## src/rtl/i2c_tgt_pkg.sv

```systemverilog
package i2c_tgt_pkg;

    localparam int BYTE_W = 8;
    localparam int ADDR_W = 7;
    localparam int CNT_W  = $clog2(BYTE_W);

    typedef enum logic [3:0] {
        ST_IDLE,
        ST_ADDR,
        ST_ADDR_END,
        ST_ADDR_ACK,
        ST_WR_BITS,
        ST_WR_END,
        ST_WR_ACK,
        ST_RD_LOAD,
        ST_RD_BITS,
        ST_RD_ACK
    } tgt_state_e;

    typedef struct packed {
        logic scl;
        logic sda;
        logic scl_rise;
        logic scl_fall;
        logic start;
        logic stop;
    } bus_evt_t;

    function automatic logic addr_hit(input logic [BYTE_W-1:0] frame,
                                      input logic [ADDR_W-1:0] own);
        return frame[BYTE_W-1 -: ADDR_W] == own;
    endfunction

endpackage

```

## src/rtl/i2c_tgt_sync.sv

```systemverilog
module i2c_tgt_sync #(
    parameter int   STAGES  = 2,
    parameter logic RST_VAL = 1'b1
) (
    input  logic clk,
    input  logic rst,
    input  logic d,
    output logic q
);
    logic [STAGES-1:0] chain;

    always_ff @(posedge clk) begin
        if (rst) chain <= {STAGES{RST_VAL}};
        else     chain <= {chain[STAGES-2:0], d};
    end

    assign q = chain[STAGES-1];
endmodule

```

## src/rtl/i2c_tgt_events.sv

```systemverilog
module i2c_tgt_events
    import i2c_tgt_pkg::*;
#(
    parameter int SYNC_STAGES = 2
) (
    input  logic     clk,
    input  logic     rst,
    input  logic     scl_in,
    input  logic     sda_in,
    output bus_evt_t evt
);
    localparam int LINES = 2;

    logic [LINES-1:0] raw;
    logic [LINES-1:0] synced;
    logic [LINES-1:0] prev;

    assign raw = {sda_in, scl_in};

    for (genvar gi = 0; gi < LINES; gi++) begin : g_line
        i2c_tgt_sync #(.STAGES(SYNC_STAGES), .RST_VAL(1'b1)) u_sync (
            .clk (clk),
            .rst (rst),
            .d   (raw[gi]),
            .q   (synced[gi])
        );
    end

    always_ff @(posedge clk) begin
        if (rst) prev <= '1;
        else     prev <= synced;
    end

    // index 0 is the clock line, index 1 the data line
    always_comb begin
        evt.scl      = synced[0];
        evt.sda      = synced[1];
        evt.scl_rise = synced[0] & ~prev[0];
        evt.scl_fall = ~synced[0] & prev[0];
        evt.start    = prev[0] & synced[0] & prev[1] & ~synced[1];
        evt.stop     = prev[0] & synced[0] & ~prev[1] & synced[1];
    end
endmodule

```

## src/rtl/i2c_tgt_shreg.sv

```systemverilog
module i2c_tgt_shreg #(
    parameter int W = 8
) (
    input  logic         clk,
    input  logic         rst,
    input  logic         load,
    input  logic [W-1:0] load_val,
    input  logic         shift,
    input  logic         shift_in,
    output logic [W-1:0] q
);
    always_ff @(posedge clk) begin
        if (rst)        q <= '0;
        else if (load)  q <= load_val;
        else if (shift) q <= {q[W-2:0], shift_in};
    end
endmodule

```

## src/rtl/i2c_target.sv

```systemverilog
module i2c_target
    import i2c_tgt_pkg::*;
#(
    parameter int SYNC_STAGES = 2
) (
    input  logic              clk,
    input  logic              rst,
    input  logic [ADDR_W-1:0] dev_addr,
    input  logic              scl_in,
    input  logic              sda_in,
    output logic              scl_oe,
    output logic              sda_oe,
    output logic [BYTE_W-1:0] rx_data,
    output logic              rx_valid,
    input  logic              rx_ready,
    input  logic [BYTE_W-1:0] tx_data,
    input  logic              tx_ready,
    output logic              tx_load
);
    localparam logic [CNT_W-1:0] LAST_BIT = CNT_W'(BYTE_W - 1);

    bus_evt_t          evt;
    tgt_state_e        state, state_n;
    logic [CNT_W-1:0]  cnt, cnt_n;
    logic              sda_n, scl_n, rxv_n, load_n;
    logic [BYTE_W-1:0] rxd_n;
    logic              hit_q, hit_n, rw_q, rw_n, nack_q, nack_n;
    logic              sh_load, sh_shift, sh_in;
    logic [BYTE_W-1:0] sh_q, sh_val, shifted;

    i2c_tgt_events #(.SYNC_STAGES(SYNC_STAGES)) u_evt (
        .clk    (clk),
        .rst    (rst),
        .scl_in (scl_in),
        .sda_in (sda_in),
        .evt    (evt)
    );

    i2c_tgt_shreg #(.W(BYTE_W)) u_shreg (
        .clk      (clk),
        .rst      (rst),
        .load     (sh_load),
        .load_val (sh_val),
        .shift    (sh_shift),
        .shift_in (sh_in),
        .q        (sh_q)
    );

    assign shifted = {sh_q[BYTE_W-2:0], evt.sda};
    // read bytes are loaded with the MSB already on the line
    assign sh_val  = {tx_data[BYTE_W-2:0], 1'b0};

    always_comb begin
        state_n  = state;
        cnt_n    = cnt;
        sda_n    = sda_oe;
        rxv_n    = rx_valid;
        rxd_n    = rx_data;
        load_n   = 1'b0;
        hit_n    = hit_q;
        rw_n     = rw_q;
        nack_n   = nack_q;
        sh_load  = 1'b0;
        sh_shift = 1'b0;
        sh_in    = evt.sda;

        if (rx_valid && rx_ready) rxv_n = 1'b0;

        if (evt.stop) begin
            state_n = ST_IDLE;
            sda_n   = 1'b0;
        end else if (evt.start) begin
            state_n = ST_ADDR;
            cnt_n   = '0;
            sda_n   = 1'b0;
        end else begin
            unique case (state)
                ST_IDLE: ;
                ST_ADDR: if (evt.scl_rise) begin
                    sh_shift = 1'b1;
                    if (cnt == LAST_BIT) begin
                        state_n = ST_ADDR_END;
                        hit_n   = addr_hit(shifted, dev_addr);
                        rw_n    = evt.sda;
                    end else begin
                        cnt_n = cnt + CNT_W'(1);
                    end
                end
                ST_ADDR_END: if (evt.scl_fall) begin
                    if (hit_q) begin
                        state_n = ST_ADDR_ACK;
                        sda_n   = 1'b1;
                    end else begin
                        state_n = ST_IDLE;
                    end
                end
                ST_ADDR_ACK: if (evt.scl_fall) begin
                    sda_n   = 1'b0;
                    cnt_n   = '0;
                    state_n = rw_q ? ST_RD_LOAD : ST_WR_BITS;
                end
                ST_WR_BITS: if (evt.scl_rise) begin
                    sh_shift = 1'b1;
                    if (cnt == LAST_BIT) begin
                        state_n = ST_WR_END;
                        rxd_n   = shifted;
                        rxv_n   = 1'b1;
                    end else begin
                        cnt_n = cnt + CNT_W'(1);
                    end
                end
                ST_WR_END: if (evt.scl_fall) begin
                    state_n = ST_WR_ACK;
                    sda_n   = 1'b1;
                end
                ST_WR_ACK: if (evt.scl_fall) begin
                    state_n = ST_WR_BITS;
                    sda_n   = 1'b0;
                    cnt_n   = '0;
                end
                ST_RD_LOAD: if (tx_ready) begin
                    sh_load = 1'b1;
                    load_n  = 1'b1;
                    sda_n   = ~tx_data[BYTE_W-1];
                    cnt_n   = '0;
                    state_n = ST_RD_BITS;
                end
                ST_RD_BITS: if (evt.scl_fall) begin
                    if (cnt == LAST_BIT) begin
                        sda_n   = 1'b0;
                        state_n = ST_RD_ACK;
                    end else begin
                        sda_n    = ~sh_q[BYTE_W-1];
                        sh_shift = 1'b1;
                        sh_in    = 1'b0;
                        cnt_n    = cnt + CNT_W'(1);
                    end
                end
                ST_RD_ACK: begin
                    if (evt.scl_rise) nack_n = evt.sda;
                    if (evt.scl_fall) state_n = nack_q ? ST_IDLE : ST_RD_LOAD;
                end
                default: state_n = ST_IDLE;
            endcase
        end

        scl_n = (state_n == ST_RD_LOAD) || (state_n == ST_WR_ACK && rxv_n);
    end

    always_ff @(posedge clk) begin
        if (rst) begin
            state    <= ST_IDLE;
            cnt      <= '0;
            sda_oe   <= 1'b0;
            scl_oe   <= 1'b0;
            rx_valid <= 1'b0;
            rx_data  <= '0;
            tx_load  <= 1'b0;
            hit_q    <= 1'b0;
            rw_q     <= 1'b0;
            nack_q   <= 1'b0;
        end else begin
            state    <= state_n;
            cnt      <= cnt_n;
            sda_oe   <= sda_n;
            scl_oe   <= scl_n;
            rx_valid <= rxv_n;
            rx_data  <= rxd_n;
            tx_load  <= load_n;
            hit_q    <= hit_n;
            rw_q     <= rw_n;
            nack_q   <= nack_n;
        end
    end

    // data output frozen across a synchronised clock high phase
    assert_sda_hold_R10: assert property (@(posedge clk) disable iff (rst)
        (evt.scl && $past(evt.scl)) |-> $stable(sda_oe));

    // load strobe lasts one cycle and follows a ready local side
    assert_load_pulse_R6: assert property (@(posedge clk) disable iff (rst)
        tx_load |=> !tx_load);
    assert_load_ready_R6: assert property (@(posedge clk) disable iff (rst)
        tx_load |-> $past(tx_ready));

    // a received byte is dropped only through the handshake
    assert_rx_consume_R5: assert property (@(posedge clk) disable iff (rst)
        $fell(rx_valid) |-> $past(rx_ready));
    assert_stretch_hold_R5: assert property (@(posedge clk) disable iff (rst)
        (scl_oe && rx_valid && !rx_ready && !evt.stop && !evt.start) |=> scl_oe);

    // stop releases both lines
    assert_stop_release_R9: assert property (@(posedge clk) disable iff (rst)
        $past(evt.stop) |-> (!sda_oe && !scl_oe));
endmodule

```

## config.mk

```make
export PLATFORM = sky130hd
export DESIGN_NAME = i2c_target
export DESIGN_NICKNAME = d
export VERILOG_FILES = /design/src/rtl/i2c_tgt_pkg.sv /design/src/rtl/i2c_tgt_sync.sv /design/src/rtl/i2c_tgt_events.sv /design/src/rtl/i2c_tgt_shreg.sv /design/src/rtl/i2c_target.sv
export SDC_FILE = /design/constraint.sdc
export NUM_CORES = 1
export LEC_CHECK = 0
export CORE_ASPECT_RATIO = 1.2
export CORE_MARGIN = 5
export CORE_UTILIZATION = 29
export CTS_CLUSTER_SIZE = 16
export DETAILED_ROUTE_END_ITERATION = 7
export RECOVER_POWER = 50
export SLEW_MARGIN = 20
export SYNTH_ARGS = -nofsm -noshare
export SYNTH_HDL_FRONTEND = slang
export SYNTH_SLANG_ARGS = --single-unit
```

## constraint.sdc

```tcl
create_clock -name clk -period 1.9 [get_ports clk]
set_clock_uncertainty 0.1 [all_clocks]
set_input_delay 0.475 -clock clk [delete_from_list [all_inputs] [get_ports clk]]
set_output_delay 0.475 -clock clk [all_outputs]
set_load 0.05 [all_outputs]
```

==> results of run 1 <==
worst paths after layout:
check	end	slack [ns]	depth (start not counted)
max	scl_oe	-0.03	7
min reg2reg	u_evt.g_line[1].u_sync.chain[1]	0.31	1
max reg2reg	scl_oe	-0.03	7
min	u_evt.g_line[1].u_sync.chain[1]	0.31	1
sequential cells by signal (all words and copies together), names as in the netlist:
name and flops:
hit_q 1, scl_oe 1, rx_valid 1, u_shreg.q 8, rx_data 8, rw_q 1, sda_oe 1, tx_load 1
u_evt.prev 2, cnt 3, state 4, nack_q 1, u_evt.g_line.u_sync.chain 4
final cells by class:
cell class,instances,share of cell area
multi-input cells,159,0.435
well taps,85,0.0393
inverters,4,0.00555
clock inverters,1,0.00185
clock buffers,6,0.0268
repair buffers,74,0.223
flip-flops and latches,36,0.269
logic make-up (layout without fill, tap and decap cells):
family                     after synthesis  count (layout)  synth area share
xor gates and xnor gates                 9               9            0.0425
adders and majority gates                2               2            0.0135
buffers and inverters                   15              85            0.0424
and+or+nand+nor                         86              86             0.253
muxes                                   14              14            0.0761
DFF                                     36              36             0.388
AOI/OAI and AO/OA                       48              48             0.185
critical path, delay by kind of cell (launching register included):
kind / cells / cell delay, ns
adders and majority gates: 2 / 0.28
DFF: 1 / 0.35
AOI/OAI and AO/OA: 3 / 0.76
and+or+nand+nor: 2 / 0.33
per-stage QoR:
| stage | util | TNS, ns | instances | hold slack (ns) |
|---|---|---|---|---|
| detailed placement | 0.395 | -2.46 | 355 | 0.295 |
| floorplan | - | -0.0133 | 210 | 0.289 |
| CTS | 0.415 | -0.0295 | 363 | 0.312 |
| global route | 0.427 | -0.544 | 365 | 0.326 |
| finish | 0.427 | -0.0323 | 365 | 0.310 |
| global placement | 0.395 | -2.82 | 355 | 0.291 |
power by group through the flow:
stage	Combinational [mW]	Clock (mW)	Sequential [mW]
floorplan	0.0575	0	0.781
detailed placement	0.129	0	0.787
finish	0.136	0.514	0.770
global placement	0.130	0	0.787
global route	0.148	0.563	0.771
CTS	0.131	0.533	0.770
placed cells by master (no fill, tap or decap), types with 4 or more instances in the layout:
cell              n
mux2i_1          13
clkbuf_1         10
a21oi_1          14
clkdlybuf4s50_1  19
dfxtp_1          30
clkbuf_8          5
nor3_1            4
nor2b_1           7
a22oi_1           4
nand3_1           6
nand2_1          13
xor2_1            8
dfxtp_2           6
or2_2             6
nor2_1           17
buf_4            40
inv_1             4
repair_timing:
item / CTS / global route
setup buffers: 1 / 2
setup endpoints to repair: 13 / 23
pin swaps: 2 / 8
gates resized for setup: 6 / 24
per-layer routing:
layer / GRT usage / vias up / share of wire
met2: 0.223 / 53 / 0.48
met5: 0 / - / 0
met4: 0.0667 / 0 / 0.042
met3: 0.0271 / 16 / 0.052
li1: - / 890 / -
met1: 0.166 / 826 / 0.43
==> impl_results.md, run 1 <==
* LEAKAGE at 1.10 nW
* GPL Wtd Cong at 0.845
* Status: finished, violations left
* Startpoint class of the critical path: flip-flop
* Synth Warn # at 0
* Most common cell on crit path: ha_4
* Max_cap viols at 0
* H-tree depth at 2
* Critical Path RT at 1.98 ns
* Vias per cell at 4.89
* Top_reg_cell synth: dfxtp_1
* Routed WL per cell at 14.5 um
* Clock sinks at 36
* CTS tree: built
* Die X-Extent at 83.0 um
* Yosys top cell area share at 0.388
* Chip height at 97.7 um
* EDFF count, synth at 0
* Core area at 6330 um2
* Total congestion overflow at 0
* Critical path type: flip-flop to flip-flop
* Placement Cell Area at 2500 um2
* Commonest cells post-synth: dfxtp_1, nor2_1, a21oi_1, nand2_1, mux2i_1
* Slew HR at 0.597
* DRT Wirelength at 5.28 mm
* Share of layout cells above drive strength 1 at 0.318
* Total die area at 8110 um2
* Setup Slack @ Placement at -0.259 ns
* Count of cell types in the netlist at 54
* Fin crit share at 1.02
* Crit path max fanout at 3
* Vias at 1785
* P_int at 1.09 mW
* DR iter-0 viols at 115
* Yosys top cell by area: dfxtp_1
* Asr flop ratio synth at 0
* Residual DRC at 0
* Ant. Diodes at 0
* CP max-delay cell: dfxtp_2
* Starting density of the core at 0.294
* Sequential area share after synthesis at 0.388
* Worst path arrival time at 2.01 ns
* Measured slew at the worst slew-check pin at 0.607 ns
* Global-route wire length before repair at 8.94 mm
* Avg Inst Size Synth at 8.84 um2
* Post-DP HPWL at 4.00 mm
* Fmax at 0.518 GHz
* Most common cell in the synthesized netlist: dfxtp_1
* Worst-path cell chain: ha_4 -> ha_4 -> nand3b_1 -> or2_1 -> a311o_1 -> o31a_1 -> o211a_1
* Pin count of the biggest net entering global routing at 17
* Worst Setup Slack, final at -0.0323 ns
* Antenna Nets Post-Route at 0
* Worst skew pair latency at 0.28 ns
* Drt first pass iters at 7
* Fill cells at 664
* Register area at 728 um2
* Hold Buf Count CTS at 0
* Final count of negative-setup-slack endpoints at 1
* Final net count at 303
* Area Overhead vs Synth at 45.6%
* Final Max Tran Viols at 0
* Start of the worst register-to-register path: cnt[1]
* Number of standard cells after synthesis at 210
* Net Sw Frac at 0.232
* Net Switching at 329 uW
* PortBufs at 32
* Clock Root Buffer: clkbuf_8
* Synth Cell Area at 1860 um2
* VDD IR-drop max at 0.325 mV
* Cell Rows at 32
* Final Hold Viols at 0
* IO Count at 33
* Synth Register Bits at 36
* Min-delay worst type: flip-flop to flip-flop
* Comb pwr share at 0.096
* Clock tree buffer depth at 2
* Final Power at 1.42 mW
* Antenna violations before repair at 0
* RSZ-0062 raised after global routing: yes
* Worst Setup End Kind: flip-flop
* Clock power frac at 0.362
* Sequential power share at 0.542
* CTS buffer count at 5
* Syn Nets at 233
* Worst-path clk slew at 0.07 ns
* Total track usage at 0.135
* Vias in the first global route at 1807
* Multi-input logic area at 1170 um2
* Pwr/cell area at 525 nW/um2
* CP max stage delay at 0.35 ns
* Hold Startpoint: u_evt.g_line[1].u_sync.chain[0]
* Post-layout min period at 1.93 ns
* Critical path origin: cnt[1]
* Synth area leaders: dfxtp_1, mux2i_1, nor2_1
* Finished Cell Area at 2700 um2
* Failing checks: negative setup slack
No activity file was read; power rests on OpenSTA's default activity.
==> run 2, diff against run 1 <==
--- a/config.mk
+++ b/config.mk
@@ -10,6 +10,7 @@
 export CORE_UTILIZATION = 29
 export CTS_CLUSTER_SIZE = 16
 export DETAILED_ROUTE_END_ITERATION = 7
+export MAX_ROUTING_LAYER = met4
 export RECOVER_POWER = 50
 export SLEW_MARGIN = 20
 export SYNTH_ARGS = -nofsm -noshare
==> run 2 against run 1 <==
Against the previous run:
- the run still ends with negative setup slack left
- largest cell class unchanged
- setup slack better by 0.013 ns
- register-to-register slack hardly changed
- final cell count fell by 0.27%
- highest routed layer unchanged
- largest power group unchanged
- clock power is 8.4% higher
- die area stayed put
- sequential power is essentially flat
- sequential share of layout area is 0.67 points higher
- maximum frequency increased by 0.69%
- non-clock buffer count is 2 lower
- wire length fell by 3.8%
==> impl_results.md, run 2 (synthesis results as in run 1) <==
* Status: finished, violations left
* Failing checks: negative setup slack
* Residual DRC at 0
* Setup TNS at -0.0191 ns
* Critical path type: flip-flop to flip-flop
* Net Sw Frac at 0.221
* Ant. Diodes at 0
* Fill cells at 685
* Vias in the first global route at 1763
* Clock sinks at 36
* Worst-path clk slew at 0.07 ns
* Total track usage at 0.132
* Worst reg2reg path depth at 7
* R2r setup slk at -0.02 ns
* Crit path max fanout at 2
* Multi-input logic area at 1140 um2
* DR iter-0 viols at 111
* Post-DP HPWL at 3.88 mm
* P_int at 1.13 mW
* Total congestion overflow at 0
* Setup Slack @ Placement at -0.239 ns
* Critical path origin: cnt[1]
* Final count of negative-setup-slack endpoints at 1
* Worst path arrival time at 2.00 ns
* Vias at 1741
* WP depth at 7
* DRT Wirelength at 5.08 mm
* Fmax at 0.521 GHz
* Antenna violations before repair at 0
* Fin crit share at 1.01
* Worst skew pair latency at 0.28 ns
* Critical Path RT at 1.98 ns
* Drt first pass iters at 4
* Die X-Extent at 83.0 um
* Worst Setup Slack, final at -0.0191 ns
* Pwr/cell area at 552 nW/um2
* Pin count of the biggest net entering global routing at 29
* Most common cell after layout, fill and taps aside: buf_4
* Clock power frac at 0.383
* PortBufs at 32
* Most common cell on crit path: ha_4
* Register area at 727 um2
* GPL Wtd Cong at 0.831
* Global-route wire length before repair at 8.51 mm
* Start of the worst register-to-register path: cnt[1]
* CTS tree: built
* Top delay family on crit path: compound AO/OA/AOI/OAI gates
* Final Hold Viols at 0
* Clock Root Buffer: clkbuf_8
* CTS buffer count at 5
* Share of layout cells above drive strength 1 at 0.280
* Startpoint class of the critical path: flip-flop
* Post-layout min period at 1.92 ns
* R2R Path End: scl_oe
* RSZ-0062 raised after global routing: yes
* H-tree depth at 2
* Area Overhead vs Synth at 41.8%
* Worst-path cell chain: ha_4 -> ha_4 -> nand3b_1 -> or2_1 -> a311o_1 -> o31a_1 -> o211a_1
* Cell Rows at 32
* Most frequent cells in the layout: buf_4, dfxtp_1, clkdlybuf4s50_1
* CP max-delay cell: dfxtp_2
* Final net count at 301
* Final Max Tran Viols at 0
* Comb pwr share at 0.088
* IO Count at 33
* Clock tree buffer depth at 2
* Worst Setup End Kind: flip-flop
* Vias per cell at 4.78
* CP max stage delay at 0.36 ns
* Core area at 6330 um2
* Hold Buf Count CTS at 0
* Routed WL per cell at 13.9 um
* Sequential power share at 0.529
* Chip height at 97.7 um
* Total die area at 8110 um2
* Final Power at 1.45 mW
* Antenna Nets Post-Route at 0
* Largest registers: rx_data x8, u_shreg.q x8
* Min-delay worst type: flip-flop to flip-flop
* VDD IR-drop max at 0.320 mV
* Net Switching at 322 uW
* LEAKAGE at 1.06 nW
* Starting density of the core at 0.294
* Measured slew at the worst slew-check pin at 0.600 ns
* Max_cap viols at 0
* Worst path bufs/invs at 0
* End point of the critical path: scl_oe
* Slew HR at 0.602
## run 2: cell types whose count changed in the layout (fill, tap and decap cells not counted), moves of 2 or more
cell      change
clkbuf_1      +4
buf_6         +2
buf_4         -5
buf_12        -2
## run 2: how the worst min path moves through the flow
stage                     slack (ns)  cells past startpoint                       startpoint                         endpoint
after floorplan                 0.29                      1  u_evt.g_line[0].u_sync.chain[0]  u_evt.g_line[0].u_sync.chain[1]
after global placement          0.29                      1  u_evt.g_line[1].u_sync.chain[0]  u_evt.g_line[1].u_sync.chain[1]
after detailed placement        0.30                      1  u_evt.g_line[0].u_sync.chain[0]  u_evt.g_line[0].u_sync.chain[1]
after CTS                       0.32                      1  u_evt.g_line[1].u_sync.chain[0]  u_evt.g_line[1].u_sync.chain[1]
after global routing            0.34                      1  u_evt.g_line[0].u_sync.chain[0]  u_evt.g_line[0].u_sync.chain[1]
final                           0.31                      1  u_evt.g_line[1].u_sync.chain[0]  u_evt.g_line[1].u_sync.chain[1]
## run 2: worst reg2reg max path, cell delays in order, from the launching register on
cell and delay, ns:
dfxtp_2 0.36, ha_4 0.14, ha_4 0.14, nand3b_1 0.10, or2_1 0.24, a311o_1 0.28
o31a_1 0.27, o211a_1 0.20
## run 2: per-layer routing
| metal | part of all wire | wire length [um] | track usage | vias to the layer above |
|---|---|---|---|---|
| met5 | 0 | 0 | - | - |
| met4 | 0.018 | 92 | 0.0478 | 0 |
| met3 | 0.035 | 177 | 0.0237 | 9 |
| met2 | 0.49 | 2470 | 0.210 | 43 |
| met1 | 0.46 | 2330 | 0.167 | 802 |
| li1 | - | - | - | 887 |
## run 2: cell type report
class / instances / share of cell area
repair buffers: 72 / 0.212
flip-flops and latches: 36 / 0.276
clock buffers: 8 / 0.0342
multi-input cells: 159 / 0.432
inverters: 4 / 0.00570
well taps: 85 / 0.0404
## run 2: power by group through the flow
stage               logic [mW]  registers, mW  clock network, mW
floorplan               0.0575          0.781                  0
global placement         0.126          0.787                  0
detailed placement       0.126          0.787                  0
CTS                      0.127          0.769              0.580
global route             0.139          0.770              0.612
finish                   0.128          0.769              0.557
## run 2: metrics by stage
step	std cells	area, um2	util	hold WS, ns
final	364	2630	0.416	0.313
after global routing	364	2630	0.416	0.335
after CTS	364	2620	0.415	0.316
after detailed placement	355	2480	0.393	0.298
after global placement	355	2480	0.393	0.291
after floorplan	210	1860	-	0.289
## run 2: what timing repair did
action	in CTS	in global routing
endpoints found under the hold margin	0	0
setup buffers	1	0
setup endpoints to repair	16	17
gates resized for setup	9	15
pin swaps	1	1
==> run 3, diff against run 2 <==
--- a/config.mk
+++ b/config.mk
@@ -10,6 +10,7 @@
 export CORE_UTILIZATION = 29
 export CTS_CLUSTER_SIZE = 16
 export DETAILED_ROUTE_END_ITERATION = 7
+export GPL_TIMING_DRIVEN = 1
 export MAX_ROUTING_LAYER = met4
 export RECOVER_POWER = 50
 export SLEW_MARGIN = 20
==> results of run 3 <==
The final DEF is identical to that of run 2; final timing and power are the same.
